==> src/rtl/flash_done_poller.sv <==
module flash_done_poller #(
  parameter int AW         = 21,
  parameter int ACC_CYC    = 3,
  parameter int SETTLE_CYC = 50,
  parameter int TO_PROG    = 1000,
  parameter int TO_BLK     = 1250000,
  parameter int TO_CHIP    = 5000000
) (
  input  logic          clk,
  input  logic          rst_n,
  input  logic          start,
  input  logic [1:0]    op_kind,
  input  logic          use_toggle,
  input  logic [AW-1:0] tgt_addr,
  input  logic [7:0]    exp_byte,
  output logic [AW-1:0] rd_addr,
  output logic          rd_ce_n,
  output logic          rd_oe_n,
  input  logic [7:0]    rd_data,
  output logic          busy,
  output logic          done,
  output logic          pass,
  output logic          timeout
);
  localparam int TO_MAX = (TO_PROG > TO_BLK) ? ((TO_PROG > TO_CHIP) ? TO_PROG : TO_CHIP)
                                             : ((TO_BLK > TO_CHIP) ? TO_BLK : TO_CHIP);
  localparam int TW = $clog2(TO_MAX + 1);
  localparam int CW = $clog2(ACC_CYC + 1);
  localparam int SW = $clog2(SETTLE_CYC + 1);

  typedef enum logic [2:0] {ST_IDLE, ST_POLL, ST_SETTLE, ST_VERIFY, ST_RECHK} st_t;

  st_t           st;
  logic [AW-1:0] addr_q;
  logic [7:0]    want_q;
  logic [1:0]    op_q;
  logic          tog_q;
  logic [CW-1:0] acc_cnt;
  logic          gap;
  logic [SW-1:0] set_cnt;
  logic [TW-1:0] tmo_cnt;
  logic [TW-1:0] tmo_lim;
  logic          prev6, have_prev, rck_second;

  wire reading  = (st == ST_POLL) || (st == ST_VERIFY) || (st == ST_RECHK);
  wire strobe   = reading && !gap;
  wire fire     = strobe && (acc_cnt == CW'(ACC_CYC - 1));
  wire match    = (rd_data == want_q);
  wire seen     = tog_q ? (have_prev && (rd_data[6] == prev6)) : (rd_data[7] == want_q[7]);
  wire fin_pass = fire && match && ((st == ST_VERIFY) || (st == ST_RECHK && rck_second));
  wire fin_fail = fire && !match && (st == ST_RECHK);
  wire expired  = busy && (tmo_cnt == tmo_lim - 1'b1);

  assign tmo_lim = (op_q == 2'd0) ? TW'(TO_PROG) : (op_q == 2'd1) ? TW'(TO_BLK) : TW'(TO_CHIP);
  assign rd_addr = addr_q;
  assign rd_ce_n = !strobe;
  assign rd_oe_n = !strobe;
  assign busy    = (st != ST_IDLE);

  always_ff @(posedge clk) begin
    if (!rst_n) begin
      st         <= ST_IDLE;
      addr_q     <= '0;
      want_q     <= '0;
      op_q       <= '0;
      tog_q      <= 1'b0;
      acc_cnt    <= '0;
      gap        <= 1'b0;
      set_cnt    <= '0;
      tmo_cnt    <= '0;
      prev6      <= 1'b0;
      have_prev  <= 1'b0;
      rck_second <= 1'b0;
      done       <= 1'b0;
      pass       <= 1'b0;
      timeout    <= 1'b0;
    end else if (st == ST_IDLE) begin
      if (start) begin
        st        <= ST_POLL;
        addr_q    <= tgt_addr;
        want_q    <= (op_kind == 2'd0) ? exp_byte : 8'hFF;
        op_q      <= op_kind;
        tog_q     <= use_toggle;
        acc_cnt   <= '0;
        gap       <= 1'b0;
        tmo_cnt   <= '0;
        have_prev <= 1'b0;
        done      <= 1'b0;
        pass      <= 1'b0;
        timeout   <= 1'b0;
      end
    end else begin
      tmo_cnt <= tmo_cnt + 1'b1;
      if (gap) gap <= 1'b0;
      else if (fire) begin
        gap     <= 1'b1;
        acc_cnt <= '0;
      end else if (strobe) acc_cnt <= acc_cnt + 1'b1;

      if (fin_pass || fin_fail) begin
        st   <= ST_IDLE;
        done <= 1'b1;
        pass <= fin_pass;
      end else if (expired) begin
        st      <= ST_IDLE;
        done    <= 1'b1;
        timeout <= 1'b1;
      end else begin
        unique case (st)
          ST_POLL: if (fire) begin
            prev6     <= rd_data[6];
            have_prev <= 1'b1;
            if (seen) begin
              st      <= ST_SETTLE;
              set_cnt <= '0;
            end
          end
          ST_SETTLE: begin
            set_cnt <= set_cnt + 1'b1;
            if (set_cnt == SW'(SETTLE_CYC - 1)) st <= ST_VERIFY;
          end
          ST_VERIFY: if (fire) begin
            st         <= ST_RECHK;
            rck_second <= 1'b0;
          end
          ST_RECHK: if (fire) rck_second <= 1'b1;
          default: ;
        endcase
      end
    end
  end
endmodule

==> config.mk <==
export PLATFORM = sky130hd
export DESIGN_NAME = flash_done_poller
export DESIGN_NICKNAME = d
export VERILOG_FILES = /design/src/rtl/flash_done_poller.sv
export SDC_FILE = /design/constraint.sdc
export NUM_CORES = 1
export LEC_CHECK = 0
export ABC_AREA = 1
export BUFFER_PORTS_ARGS = -buffer_cell sky130_fd_sc_hd__buf_2
export CORE_UTILIZATION = 50
export DETAILED_ROUTE_END_ITERATION = 8
export PLACE_DENSITY = 0.73
export SLEW_MARGIN = 20
export SYNTH_ARGS = -nofsm -noshare
export SYNTH_HDL_FRONTEND = slang
export SYNTH_SLANG_ARGS = --single-unit
==> constraint.sdc <==
create_clock -name clk -period 1.92 [get_ports clk]
set_input_delay 0.096 -clock clk [delete_from_list [all_inputs] [get_ports clk]]
set_output_delay 0.096 -clock clk [all_outputs]
set_load 0.02 [all_outputs]
# Word-level counts from Yosys, hierarchy flattened
# Cells that the tools add are included.
dict set report op_classes {
  addsub 4
  n_mul 0
  n_div 0
  n_lt_le_gt_ge 0
  eq_ne 23
  shifts 0
  n_mux 41
  n_bitwise 3
  n_reduce_logical 39
}
# cell count
set ops {}
lappend ops {{2-to-1 mux 23 bit} 4}
lappend ops {{2-to-1 mux 3 bit} 8}
lappend ops {{adder 23 x 1 -> 23 bit, second input constant} 1}
lappend ops {{equality test 23 bit} 1}
lappend ops {{subtractor 23 x 1 -> 23 bit, second input constant} 1}
lappend ops {{2-to-1 mux 1 bit} 18}
lappend ops {{AND reduction 6 bit} 3}
lappend ops {{inequality test 5 x 3 -> 1 bit, second input constant} 3}
lappend ops {{2-to-1 mux 6 bit} 2}
lappend ops {{inequality test 2 bit, second input constant} 6}
lappend ops {{one-hot mux 6 bit (2 select lines)} 1}
lappend ops {{nonzero test 2 bit} 6}
lappend ops {{2-to-1 mux 2 bit} 5}
lappend ops {{AND reduction 5 bit} 2}
lappend ops {{logical AND 1 bit} 9}
lappend ops {{one-hot mux 3 bit (3 select lines)} 1}
lappend ops {{nonzero test 3 bit} 3}
lappend ops {{equality test 8 bit} 1}
lappend ops {{2-to-1 mux 8 bit} 1}
lappend ops {{adder 6 x 1 -> 6 bit, second input constant} 1}
lappend ops {{equality test 3 x 2 -> 1 bit, second input constant} 2}
lappend ops {{equality test 6 bit, second input constant} 1}
lappend ops {{AND reduction 2 bit} 3}
lappend ops {{AND reduction 3 bit} 2}
lappend ops {{other kinds (15)} 25}
dict set report word_totals {
  register_bits 73
  latch_bits 0
  mem_bits_rw 0
  rom_bits 0
  out_inout_bits 27
  elab_cells 125
  n_memories 0
}

# Logic depth before layout (Yosys ltp)
dict set report depth {
  ltp_word 10
  mapped_depth 14
  ltp_nobuf 14
}

# Least setup slack after synthesis
# No wires, ideal clock.
dict set report synth_path {
  kind {flip-flop to flip-flop}
  startpoint {register tmo_cnt[0]}
  endpoint {register tmo_cnt[14]}
  arrival_ns 1.531
  required_time_ns 1.796
  path_slack_ns 0.266
  path_stages_with_launch 11
  path_buffers 0
  synth_period_minus_slack_ns 1.654
  path_cell_list {dfxtp_1 -> ha_1 -> nand2_1 -> nor2_2 -> nand2_2 -> inv_1 -> nand2_2 -> nor3_2 -> nand2_1 -> o31ai_1 -> a21oi_1}
}
dict set report synth_via {
  elab_chain_cells 2
}
# element line
set synth_lines {}
lappend synth_lines {{start, declared} 41} ;# logic [TW-1:0] tmo_cnt;
lappend synth_lines {{start signal, assigned} 93} ;# tmo_cnt <= tmo_cnt + 1'b1;
lappend synth_lines {{adder 23 x 1 -> 23 bit} 93}
lappend synth_lines {{2-to-1 mux 23 bit} 77} ;# end else if (st == ST_IDLE) begin
# No other way between the ends.
# A chain may end at the register's enable or synchronous reset.

# Worst setup path after layout
dict set report layout_path {
  startpoint {register tmo_cnt[0]}
  endpoint {register prev6}
}
dict set report layout_via {
  elab_chain_cells 4
}
# element line
set layout_lines {}
lappend layout_lines {{equality test 23 bit} 52} ;# wire expired = busy && (tmo_cnt == tmo_lim - 1'b1);
lappend layout_lines {{logical AND 1 bit} 52}
lappend layout_lines {{inverter 1 bit (no line)} --}
lappend layout_lines {{AND reduction 5 bit (no line)} --}
lappend layout_lines {{end signal, assigned} 111} ;# prev6 <= rd_data[6];
lappend layout_lines {{end, declared} 43} ;# logic prev6, have_prev, rck_second;
# No other way between the ends.

==> metrics.txt <==
largest net degree at the start of global routing=51; Slew Viols, Final=0; initial core utilization=0.528; critical path's slowest cell=dfxtp_2; Tightest Hold Check Type=in -> reg; pwr dens=1140 nW/um2; Syn Area/Cell=6.52 um2; DP Wirelength=7210 um; Die Ht=90.4 um; DR vias/cell=5.21; GR Layer Usage met1=0.327; Post-Synthesis Cells=600; Synth area leaders=dfxtp_1, nand2_1, a21oi_1; Die Area=8180 um2; CTS max path bufs=2; endpoints failing hold=0; sequential fraction of design power=0.345; # diodes=0; Clk Tree Root Cell=clkbuf_8; Setup Skew=13.9 ps; total of max-cap violations=0; worst-path maximum fanout=5; DRC Markers=0; share of cells above drive strength 1=0.200; GRT Util Overall=0.265; clk_lat worst skew=360 ps; cell total after placement=760; Cell Rows=31; asr flop ratio synth=0; CP max stage delay=350 ps; grt peak-use layer=met2; critical path arrival=1980 ps; Area Growth Syn to Fin=24.5%; post-layout util=0.657; Slew @ Worst Pin=546 ps; slew margin rel.=0.636; LEAKAGE=2.15 nW; total power=5.54 mW; fin crit share=0.916; vias in the first global route=3996; total negative slack=0 ps; final setup vio count=0; kind of critical path=reg -> reg; port buffer count=69; Critical Path Sink Type=flip-flop; H-tree depth=3; num ports=70; design area=4870 um2; flops & latches, synth=73; sequential element share of the synthesized area=0.374; CTS tree=yes; first-pass GRT wire length=17700 um; Fmax achieved=0.568 GHz; worst setup margin=161 ps; RSZ-0062 raised after global routing=false; Core Area=7410 um2; DR pass1 iterations=5; Switch Pwr=2.25 mW; CTS Sinks=73; Post-synth EDFFs=0; initial antenna violation count=0; Final Non-Filler Cells=800; Final #Nets=742; dpl cell area=4380 um2; Synth warnings=0; pre-CTS worst setup slack=-3.25 ps; Mapped Nets=646; CTS buffer count=9; crit path time final=1760 ps; total gr overflow=0; Worst Path Required=2140 ps; worst-path cell chain=ha_2 -> nand2_2 -> a21oi_1 -> nand2_1 -> nor2_1 -> nand3_1 -> nor2_2 -> nand2_2 -> buf_4 -> nand4_1 -> a21oi_1; gpl congestion=0.887; Gate power share=0.412; DRT antenna net count=0; clock slew at reported path FFs=70 ps; crit path launch type=flip-flop; status=complete, no violations; Cell variety after synth=38; top cell type's share of synthesized area=0.374; Min Hold Slack=2.71 ps; WL/cell=13.1 um; grt met3 use=0.0505; M2 GR Usage=0.454; ys flop type=dfxtp_1; Sw Ratio=0.406; number of DRC markers in iteration 0=219; total number of vias=4170; die width=90.4 um; Routed Wire Length=10500 um; Internal Pwr Total=3.29 mW; post-synthesis cell area=3910 um2; clock share of power=0.242; top cell type by total area after synthesis=dfxtp_1; Peak VDD IR=0.630 mV
what timing repair did:
| item | CTS | global route |
|---|---|---|
| resized for setup | 1 | 17 |
| hold buffers | 19 | 0 |
| pin swaps | 0 | 5 |
| endpoints found under the setup margin | 2 | 22 |
| endpoints found under the hold margin | 19 | 0 |
| gates cloned | 0 | 1 |
| setup buffers | 0 | 4 |
cell type report:
type	count	area [um2]
Clock inverter	5	78.8
Multi-Input combinational cell	440	2150
Tap cell	99	124
Sequential cell	73	1470
Inverter	70	264
Timing Repair Buffer	102	641
Fill cell	645	2540
Clock buffer	11	141
worst paths after layout:
| check | from | endpoint | slack, ps | cells past startpoint |
|---|---|---|---|---|
| hold / removal | tgt_addr[8] | rd_addr[8]$_SDFFE_PN0P_ | 3 | 3 |
| hold reg to reg | rd_addr[4]$_SDFFE_PN0P_ | rd_addr[4]$_SDFFE_PN0P_ | 460 | 2 |
| setup / recovery | tmo_cnt[0]$_SDFFE_PN0P_ | prev6$_SDFFE_PN0P_ | 160 | 11 |
| setup reg to reg | tmo_cnt[0]$_SDFFE_PN0P_ | prev6$_SDFFE_PN0P_ | 160 | 11 |
state kept, by name (all words and copies together), names as in the netlist:
| signal | cells |
|---|---|
| rd_addr | 21 |
| tog_q | 1 |
| set_cnt | 6 |
| done | 1 |
| gap | 1 |
| st | 3 |
| prev6 | 1 |
| have_prev | 1 |
| pass | 1 |
| timeout | 1 |
| want_q | 8 |
| acc_cnt | 2 |
| tmo_cnt | 23 |
| rck_second | 1 |
| op_q | 2 |
synthesized netlist by cell type, types with 4 or more instances:
library cell  number
nor2_1            60
a211oi_1          10
nand2_2            9
buf_2              5
nand4_1            7
nand2_1          191
xor2_1             4
nor3_1            17
xnor2_1            4
inv_2              4
clkbuf_1          12
inv_1             65
nand3_1           38
o21ai_0           14
dfxtp_1           73
a21oi_1           51
cell families (layout without fill, tap and decap cells):
logic type,Yosys count,in the layout,share of synthesized area
AO/OA/AOI/OAI,86,86,0.125
adder cells (fa/ha/maj),3,3,0.00960
flip-flops,73,73,0.374
buffers and inverters,88,188,0.0874
AND/OR/NAND/NOR,342,343,0.387
XOR/XNOR,8,8,0.0179
per-layer routing:
metal,wire (um),share of wire,up-vias
li1,-,-,2115
met1,4810,0.46,1890
met2,4890,0.47,147
met3,611,0.058,18
met4,190,0.018,0
met5,0,0,-
layout by cell type (no fill, tap or decap), types with 4 or more instances in the layout:
cell type | synthesis | routed
nand2_1 | 191 | 187
buf_2 | 5 | 69
dfxtp_1 | 73 | 67
inv_1 | 65 | 64
nor2_1 | 60 | 59
a21oi_1 | 51 | 51
nand3_1 | 38 | 38
dlygate4sd3_1 | 0 | 19
nor3_1 | 17 | 17
buf_4 | 1 | 14
o21ai_0 | 14 | 13
nand2_2 | 9 | 12
a211oi_1 | 10 | 10
clkbuf_8 | 0 | 10
nand4_1 | 7 | 7
dfxtp_2 | 0 | 6
inv_2 | 4 | 5
xnor2_1 | 4 | 4
nor2_4 | 3 | 4
xor2_1 | 4 | 4
worst max-delay path, delay by kind of cell (launching register included):
family,cells,cell delay (ps)
AOI/OAI and AO/OA,2,190
adders and majority gates,1,190
buffers and inverters,1,160
DFF,1,350
and+or+nand+nor,7,750
power groups by stage:
stage	clock network, mW	registers, mW	logic, mW
after floorplan	0	2.01	1.42
after global placement	0	1.92	2.05
after detailed placement	0	1.93	2.07
after CTS	1.36	1.90	2.12
after global routing	1.43	1.95	2.55
final	1.34	1.92	2.29
Note: power is estimated with default switching activity, not from simulation.
